--- src/rtl/rs_pkg.sv ---
package rs_pkg;
    localparam int SYM_W     = 10;
    localparam int NPAR      = 6;
    localparam int PAR_BITS  = NPAR * SYM_W;
    localparam int PAR_BYTES = (PAR_BITS + 7) / 8;
    localparam int PAD_BITS  = PAR_BYTES * 8 - PAR_BITS;
    localparam logic [SYM_W:0] FIELD_POLY = 11'h409;

    localparam int ADDR_W = 5;
    localparam logic [ADDR_W-1:0] A_CTL = 5'h00;
    localparam logic [ADDR_W-1:0] A_CHK = 5'h01;
    localparam logic [1:0] WIN_REV = 2'b01;
    localparam logic [1:0] WIN_INV = 2'b10;

    typedef logic [SYM_W-1:0] sym_t;
    typedef logic [NPAR:0][SYM_W-1:0] gpoly_t;
    typedef logic [NPAR-1:0][SYM_W-1:0] par_t;
    typedef logic [PAR_BYTES-1:0][7:0] pbytes_t;
    typedef enum logic [1:0] {S_IDLE, S_DATA, S_STORED, S_DONE} phase_e;

    function automatic sym_t gf_mul(sym_t a, sym_t b);
        sym_t acc;
        sym_t sh;
        acc = '0;
        sh  = a;
        for (int i = 0; i < SYM_W; i++) begin
            if (b[i]) acc ^= sh;
            sh = sh[SYM_W-1] ? ((sh << 1) ^ FIELD_POLY[SYM_W-1:0]) : (sh << 1);
        end
        return acc;
    endfunction

    function automatic gpoly_t gen_poly();
        gpoly_t g;
        gpoly_t nxt;
        sym_t   root;
        g    = '0;
        g[0] = sym_t'(1);
        root = sym_t'(1);
        for (int i = 0; i < NPAR; i++) begin
            nxt    = '0;
            nxt[0] = gf_mul(g[0], root);
            for (int k = 1; k <= NPAR; k++) begin
                nxt[k] = g[k-1] ^ gf_mul(g[k], root);
            end
            g    = nxt;
            root = gf_mul(root, sym_t'(2));
        end
        return g;
    endfunction
endpackage

--- src/rtl/rs_lfsr.sv ---
module rs_lfsr
    import rs_pkg::*;
(
    input  logic clk,
    input  logic rst_n,
    input  logic clr,
    input  logic adv,
    input  sym_t din,
    output par_t par
);
    localparam gpoly_t GEN = gen_poly();

    par_t par_q;
    par_t nxt;
    sym_t fb;

    assign fb = din ^ par_q[NPAR-1];

    for (genvar j = 0; j < NPAR; j++) begin : g_tap
        if (j == 0) begin : g_low
            assign nxt[j] = gf_mul(fb, GEN[0]);
        end else begin : g_mid
            assign nxt[j] = par_q[j-1] ^ gf_mul(fb, GEN[j]);
        end
    end

    always_ff @(posedge clk or negedge rst_n) begin
        if (!rst_n)   par_q <= '0;
        else if (clr) par_q <= '0;
        else if (adv) par_q <= nxt;
    end

    assign par = par_q;


    lfsr_hold_chk: assert property (@(posedge clk) disable iff (!rst_n)
        (!clr && !adv) |=> $stable(par_q));


    clr_zero_chk: assert property (@(posedge clk) disable iff (!rst_n)
        clr |=> (par_q == '0));
endmodule

--- src/rtl/rs_pack.sv ---
module rs_pack
    import rs_pkg::*;
(
    input  par_t    par,
    output pbytes_t inv_view,
    output pbytes_t rev_view
);
    logic [PAR_BYTES*8-1:0] img;

    assign img[PAR_BITS +: PAD_BITS] = '0;

    for (genvar k = 0; k < NPAR; k++) begin : g_sym
        assign img[(NPAR-1-k)*SYM_W +: SYM_W] = par[k];
    end

    for (genvar b = 0; b < PAR_BYTES; b++) begin : g_byte
        assign inv_view[b] = ~img[8*b +: 8];
        for (genvar i = 0; i < 8; i++) begin : g_bit
            assign rev_view[b][i] = img[8*b + 7 - i];
        end
    end
endmodule

--- src/rtl/rs_ctrl.sv ---
module rs_ctrl
    import rs_pkg::*;
#(
    parameter int SECTOR_BYTES = 512
) (
    input  logic clk,
    input  logic rst_n,
    input  logic ctl_wr,
    input  logic ctl_clr,
    input  logic ctl_gen,
    input  logic ctl_feed,
    input  logic gen_q,
    input  logic in_valid,
    output logic data_take,
    output logic chk_take,
    output logic chk_last,
    output logic [$clog2(PAR_BYTES)-1:0] chk_idx
);
    localparam int TOTAL = SECTOR_BYTES + PAR_BYTES;
    localparam int CW    = $clog2(TOTAL + 1);
    localparam int IW    = $clog2(PAR_BYTES);
    localparam logic [CW-1:0] DATA_END  = CW'(SECTOR_BYTES);
    localparam logic [CW-1:0] LAST_DATA = CW'(SECTOR_BYTES - 1);
    localparam logic [CW-1:0] LAST_ALL  = CW'(TOTAL - 1);
    localparam logic [CW-1:0] ALL_END   = CW'(TOTAL);

    phase_e phase_q, phase_d, resume_s;
    logic [CW-1:0] cnt_q;

    always_comb begin
        if (cnt_q < DATA_END)     resume_s = S_DATA;
        else if (ctl_gen)         resume_s = S_DONE;
        else if (cnt_q < ALL_END) resume_s = S_STORED;
        else                      resume_s = S_DONE;
    end

    always_comb begin
        data_take = (phase_q == S_DATA)   && in_valid && !ctl_wr;
        chk_take  = (phase_q == S_STORED) && in_valid && !ctl_wr;
        chk_last  = chk_take && (cnt_q == LAST_ALL);
        chk_idx   = IW'(cnt_q - DATA_END);
    end

    always_comb begin
        phase_d = phase_q;
        if (ctl_wr) begin
            if (!ctl_feed)    phase_d = S_IDLE;
            else if (ctl_clr) phase_d = S_DATA;
            else              phase_d = resume_s;
        end else begin
            unique case (phase_q)
                S_IDLE:   phase_d = S_IDLE;
                S_DATA:   if (data_take && cnt_q == LAST_DATA)
                              phase_d = gen_q ? S_DONE : S_STORED;
                S_STORED: if (chk_last) phase_d = S_DONE;
                S_DONE:   phase_d = S_DONE;
            endcase
        end
    end

    always_ff @(posedge clk or negedge rst_n) begin
        if (!rst_n) phase_q <= S_IDLE;
        else        phase_q <= phase_d;
    end

    always_ff @(posedge clk or negedge rst_n) begin
        if (!rst_n)                  cnt_q <= '0;
        else if (ctl_wr && ctl_clr)  cnt_q <= '0;
        else if (data_take || chk_take) cnt_q <= cnt_q + 1'b1;
    end


    cnt_bound_chk: assert property (@(posedge clk) disable iff (!rst_n)
        cnt_q <= ALL_END);


    done_hold_chk: assert property (@(posedge clk) disable iff (!rst_n)
        (phase_q == S_DONE && !ctl_wr) |=> (phase_q == S_DONE && $stable(cnt_q)));


    idle_hold_chk: assert property (@(posedge clk) disable iff (!rst_n)
        (phase_q == S_IDLE && !ctl_wr) |=> $stable(cnt_q));
endmodule

--- src/rtl/rs_page_ecc.sv ---
module rs_page_ecc
    import rs_pkg::*;
#(
    parameter int SECTOR_BYTES = 512
) (
    input  logic       clk,
    input  logic       rst_n,
    input  logic       reg_wr,
    input  logic [4:0] reg_addr,
    input  logic [7:0] reg_wdata,
    output logic [7:0] reg_rdata,
    input  logic       in_valid,
    input  logic [7:0] in_byte
);
    localparam int IW = $clog2(PAR_BYTES);
    localparam logic [7:0]    LAST_MASK = 8'hFF >> PAD_BITS;
    localparam logic [IW-1:0] LAST_IDX  = IW'(PAR_BYTES - 1);

    logic ctl_wr, ctl_clr, ctl_gen, ctl_feed;
    logic gen_q, feed_q, mism_q, err_q;
    logic data_take, chk_take, chk_last;
    logic [IW-1:0] chk_idx;
    logic [7:0] cmp_mask;
    logic       byte_bad;
    logic       unused_wbits;
    par_t       par;
    pbytes_t    inv_view, rev_view;

    assign ctl_wr       = reg_wr && (reg_addr == A_CTL);
    assign ctl_clr      = reg_wdata[7];
    assign ctl_gen      = reg_wdata[6];
    assign ctl_feed     = reg_wdata[5];
    assign unused_wbits = ^reg_wdata[4:0];

    rs_ctrl #(.SECTOR_BYTES(SECTOR_BYTES)) u_ctrl (
        .clk      (clk),
        .rst_n    (rst_n),
        .ctl_wr   (ctl_wr),
        .ctl_clr  (ctl_clr),
        .ctl_gen  (ctl_gen),
        .ctl_feed (ctl_feed),
        .gen_q    (gen_q),
        .in_valid (in_valid),
        .data_take(data_take),
        .chk_take (chk_take),
        .chk_last (chk_last),
        .chk_idx  (chk_idx)
    );

    rs_lfsr u_lfsr (
        .clk  (clk),
        .rst_n(rst_n),
        .clr  (ctl_wr && ctl_clr),
        .adv  (data_take),
        .din  ({2'b00, ~in_byte}),
        .par  (par)
    );

    rs_pack u_pack (
        .par     (par),
        .inv_view(inv_view),
        .rev_view(rev_view)
    );

    always_ff @(posedge clk or negedge rst_n) begin
        if (!rst_n) begin
            gen_q  <= 1'b0;
            feed_q <= 1'b0;
        end else if (ctl_wr) begin
            gen_q  <= ctl_gen;
            feed_q <= ctl_feed;
        end
    end

    assign cmp_mask = (chk_idx == LAST_IDX) ? LAST_MASK : 8'hFF;
    assign byte_bad = |((in_byte ^ inv_view[chk_idx]) & cmp_mask);

    always_ff @(posedge clk or negedge rst_n) begin
        if (!rst_n) begin
            mism_q <= 1'b0;
            err_q  <= 1'b0;
        end else if (ctl_wr && ctl_clr) begin
            mism_q <= 1'b0;
            err_q  <= 1'b0;
        end else if (chk_take) begin
            mism_q <= mism_q | byte_bad;
            if (chk_last) err_q <= mism_q | byte_bad;
        end
    end

    always_comb begin
        if (reg_addr == A_CTL)          reg_rdata = {1'b0, gen_q, feed_q, 5'b0};
        else if (reg_addr == A_CHK)     reg_rdata = {err_q, 7'b0};
        else if (reg_addr[4:3] == WIN_REV) reg_rdata = rev_view[reg_addr[2:0]];
        else if (reg_addr[4:3] == WIN_INV) reg_rdata = inv_view[reg_addr[2:0]];
        else                            reg_rdata = 8'h00;
    end


    err_rise_chk: assert property (@(posedge clk) disable iff (!rst_n)
        $rose(err_q) |-> $past(chk_last));


    par_frozen_chk: assert property (@(posedge clk) disable iff (!rst_n)
        chk_take |=> $stable(par));
endmodule

--- config.mk ---
export PLATFORM = sky130hd
export DESIGN_NAME = rs_page_ecc
export DESIGN_NICKNAME = d
export VERILOG_FILES = /design/src/rtl/rs_pkg.sv /design/src/rtl/rs_lfsr.sv /design/src/rtl/rs_pack.sv /design/src/rtl/rs_ctrl.sv /design/src/rtl/rs_page_ecc.sv
export SDC_FILE = /design/constraint.sdc
export NUM_CORES = 1
export LEC_CHECK = 0
export BUFFER_PORTS_ARGS = -buffer_cell sky130_fd_sc_hd__buf_2
export CAP_MARGIN = 20
export CORE_UTILIZATION = 55
export CTS_BUF_LIST = sky130_fd_sc_hd__clkbuf_16
export DETAILED_ROUTE_END_ITERATION = 7
export HOLD_SLACK_MARGIN = 0.02
export PLACE_DENSITY_LB_ADDON = 0.15
export SYNTH_ARGS = -nofsm -noshare
export SYNTH_HDL_FRONTEND = slang
export SYNTH_SLANG_ARGS = --single-unit
--- constraint.sdc ---
create_clock -name clk -period 7.6 [get_ports clk]
set_input_delay 1.52 -clock clk [delete_from_list [all_inputs] [get_ports clk]]
set_output_delay 1.52 -clock clk [all_outputs]
set_load 0.02 [all_outputs]
# After elaboration in Yosys (flattened, before gate mapping)

Cells that the tools add are included.

Register bits: 76
Input port bits: 25
Output and inout port bits: 8

$add $sub $neg: 2
Order comparisons: 4
Eq/ne operators: 11
Muxes and demuxes: 39
Bitwise gates (word level): 47
Reductions and logical operators: 19

Operator list:

| cell                    | count |
|---|---|
| $xor A10 B10 Y10        | 25 |
| $mux W60                | 2 |
| $bmux W8 S3             | 3 |
| $mux W8                 | 8 |
| $not A8 Y8              | 8 |
| $mux W4                 | 9 |
| $lt A10 B10 Y1 const B  | 2 |
| $mux W10                | 2 |
| $not A2 Y2              | 9 |
| $mux W2                 | 7 |
| $add A10 B1 Y10 const B | 1 |
| $eq A10 B10 Y1 const B  | 1 |
| $eq A10 B9 Y1 const B   | 1 |
| $xor A8 B10 Y10         | 1 |
| $and A8 B8 Y8           | 1 |
| $logic_and A1 B1 Y1     | 8 |
| $lt A3 B4 Y1 const B    | 2 |
| $not A4 Y8              | 1 |
| $pmux W2 S4             | 1 |
| $reduce_bool A2 Y1      | 4 |
| $reduce_or A8 Y1        | 1 |
| $xor A8 B8 Y8           | 1 |
| $mux W1                 | 7 |
| $eq A2 B2 Y1 const B    | 3 |
| other kinds (11)        | 14 |

# Longest topological paths before layout

Word-level depth: 24
Mapped depth: 8
Depth with buffers taken out: 6

# Modules after synthesis

A second synthesis with hierarchy kept.

Cell total of the unflattened synthesis: 704
Area total of the unflattened synthesis: 7,616.1 µm²

By module, submodules not included:

| module      | instances | cells an instance | area each (µm²) |
|---|---|---|---|
| rs_lfsr     | 1         | 326               | 4,201.5 |
| rs_page_ecc | 1         | 162               | 1,861.8 |
| rs_ctrl     | 1         | 86                | 809.5 |
| rs_pack     | 1         | 130               | 743.2 |

# Least setup slack after synthesis

Ideal clock, no wire load.

Path kind: input-to-output
Start: input reg_addr[0]
End: output reg_rdata[3]
Arrival: 3.291 ns
Required time: 6.080 ns
Slack: 2.789 ns
Stages on the path: 6
Cell sequence: clkbuf_1 clkbuf_1 mux4_2 mux2i_1 nand2_1 o21ai_0

Longest elaborated chain between the ends: 6
Elaborated cells between the ends (all ways): 10

RTL lines:

| element                       | line              | RTL |
|---|---|---|
| from (decl)                   | rs_page_ecc.sv:9  | `input logic [4:0] reg_addr,` |
| $bmux W8 S3                   | rs_page_ecc.sv:95 | `else if (reg_addr[4:3] == WIN_INV) reg_rdata = inv_view[reg_addr[2:0]];` |
| $mux W8 (not written as such) | rs_page_ecc.sv:95 |  |
| $mux W8                       | rs_page_ecc.sv:95 |  |
| $mux W8                       | rs_page_ecc.sv:94 | `else if (reg_addr[4:3] == WIN_REV) reg_rdata = rev_view[reg_addr[2:0]];` |
| $mux W8                       | rs_page_ecc.sv:93 | `else if (reg_addr == A_CHK) reg_rdata = {err_q, 7'b0};` |
| $mux W8 *                     | rs_page_ecc.sv:92 | `if (reg_addr == A_CTL) reg_rdata = {1'b0, gen_q, feed_q, 5'b0};` |
| to (decl)                     | rs_page_ecc.sv:11 | `output logic [7:0] reg_rdata,` |

Mark *: on every way between the ends. The rest lies on a longest branch, timed or not. The select of a mux whose other input is x is not followed.

# Worst setup path in the final report

Start: input reg_addr[0]
End: output reg_rdata[5]

Same word-level chain as after synthesis.

==> flow_summary.toml <==
[grt]
grt_pass1_vias = 4277
antenna_found_initial = 0
grt_max_degree = 114
grt.total_usage = 0.299
grt_pass1_wl_mm = 24.5
grt_overflow_total = 0

[clock_tree]
hold_buffers = 0
post_cts_resized = 0
clk_pin_slew_worst_paths_ns = 0.06
clock-sinks = 76
postCtsSetupRepairBufs = 0
cts_tree = "yes"
cts_max_level = 3
clk_latency_ns = 0.34
ctsLongestPathBuffers = 2
numCtsBuffers = 9
cts_root_buf = "clkbuf_16"

[outcome]
status = "finished, final reports clean"

[sta]
drv_slew = 0
setup_viol = 0
min_period_over_period = 0.659
tightest_slew_ns = 0.901
period_needed_ns = 5.01
clock.fmax_ghz = 0.200
slew_headroom = 0.397
final.setup.tns_ns = 0
skew_ns = 0.0101
final_hold_viol_count = 0
holdWs_ns = 0.523
rsz0062_at_grt = "false"

[floorplanning]
die_h_um = 104
core-area_um2 = 9950
io-pin-count = 33
rows = 36
dieArea_um2 = 10800
die_w_um = 104
initial_core_util = 0.576

[synth]
synth.largest_area_cell = "dfrtp_1"
yosys_warnings = 0
synth-seq-cells = 76
synth-edff-count = 0
seq_area_frac_synth = 0.332
ys.flop_type = "dfrtp_1"
synthArstFlopShare = 1.00
synthDistinctLibCells = 43
synth.avg_cell_area_um2 = 10.1
syn-num-nets = 596
synth_top_area_frac = 0.332
syn_area_um2 = 5730
synthTopCellsByArea = "dfrtp_1, xnor2_1, mux4_2"
synthCells = 569

[critical_path]
worstPathRequired_ns = 6.08
crit_path_end_kind = "primary output"
path_delay_family = "simple AND/OR/NAND/NOR gates"
cp-start-kind = "input port"
slowest_delay_ns = 0.55
cp-startpoint = "reg_addr[0]"
r2r-start = "u_lfsr.par[56]"
slowest_stage = "nor2b_1"
cp_max_fo = 20
critPathBufInv = 2
crit_type = "in -> out"
arrival_ns = 3.49
crit_chain = "buf_2 > nor2b_1 > nand2_1 > o21ai_0 > mux2i_1 > a221o_1 > buf_2"
path_common_cell = "buf_2"

[run]
drv_cap = 0

[cells_and_area]
seqCellArea_um2 = 1900
instances_no_fill = 717
num_antenna_cells = 0
multi_input_area_um2 = 3690
layout_commonest_cell = "xnor2_1"
final_cell_mix = "xnor2_1, dfrtp_1, nand3_1, o21ai_0, xor2_1"
fillers = 819
drive_gt1_frac = 0.161
nNetsFinal = 606
area_growth_pct = 9.36

[placed_design]
port_buffers = 27
dp_hpwl_mm = 10.7
dp_cells = 699
gp_congestion = 0.943

[routing]
top_layer = "met4"
finalWirelength_mm = 15.3
viasPerCell = 6.26
wl_met3_mm = 1.20
ant_nets = 0
routedWlPerCell_um = 21.4
remaining_drc_errors = 0
vias = 4486
met2_length_mm = 7.08
wl_met1_mm = 6.61
drtIter0Drc = 411
firstDrtPassIters = 5

[hold_path]
min-delay-path-class = "reg -> reg"
hp-start = "feed_q"
## registers in the layout (all words and copies together) (netlist names)
signal,cells
u_lfsr.par,60
mism_q,1
feed_q,1
u_ctrl.cnt_q,10
u_ctrl.phase_q,2
gen_q,1
err_q,1
## synth_stat cells, types with 9 or more instances
master,instances
xnor2_1,107
o21ai_0,60
mux2i_1,22
xnor2_2,12
a21oi_1,9
xor2_1,38
mux4_2,18
clkbuf_1,19
nand3_1,68
nand2_1,32
nor2_1,15
dfrtp_1,76
mux2_2,11
buf_2,13
## stage by stage
step	setup slack (ns)	cell area (um^2)	utilization
4_1_cts	2.64	6230	0.626
6_report	2.59	6270	0.630
3_5_place_dp	2.70	5940	0.596
5_1_grt	2.52	6270	0.630
3_3_place_gp	2.71	5940	0.596
2_1_floorplan	2.79	5730	-
## cells by family (layout without fill, tap and decap cells)
logic type	count (synthesis)	in the layout	synth area share
compound gates	98	98	0.0974
flops	76	76	0.332
simple gates	140	140	0.118
mux	51	51	0.131
buf+inv	37	52	0.0271
xor+xnor	165	165	0.291
fa+ha+maj	2	2	0.00437
## path summary, 6_finish.rpt
check                            endpoint  slack [ns]  cells past startpoint
min                                feed_q        0.52                      1
max reg2reg                u_lfsr.par[34]        4.86                      6
max in group asynchronous  u_lfsr.par[35]        5.85                      2
max                          reg_rdata[5]        2.59                      7
min reg2reg                        feed_q        0.52                      1
min in group asynchronous  u_lfsr.par[16]        1.14                      1
## final cells by class
type                    count  area share
inverters                   4     0.00240
repair buffers             32      0.0319
flip-flops and latches     76       0.303
well taps                 133      0.0265
clock buffers               9      0.0359
clock inverters             7      0.0108
multi-input cells         456       0.589
## routing by layer
| layer | vias to the layer above | track usage |
|---|---|---|
| li1 | 2035 | - |
| met1 | 2225 | 0.424 |
| met2 | 196 | 0.458 |
| met3 | 30 | 0.0432 |
| met4 | 0 | 0.127 |
| met5 | - | 0 |
Power is left out: the tool's default activity adds up to more than one toggle a clock period on the data nets, which glitch-free logic cannot reach.
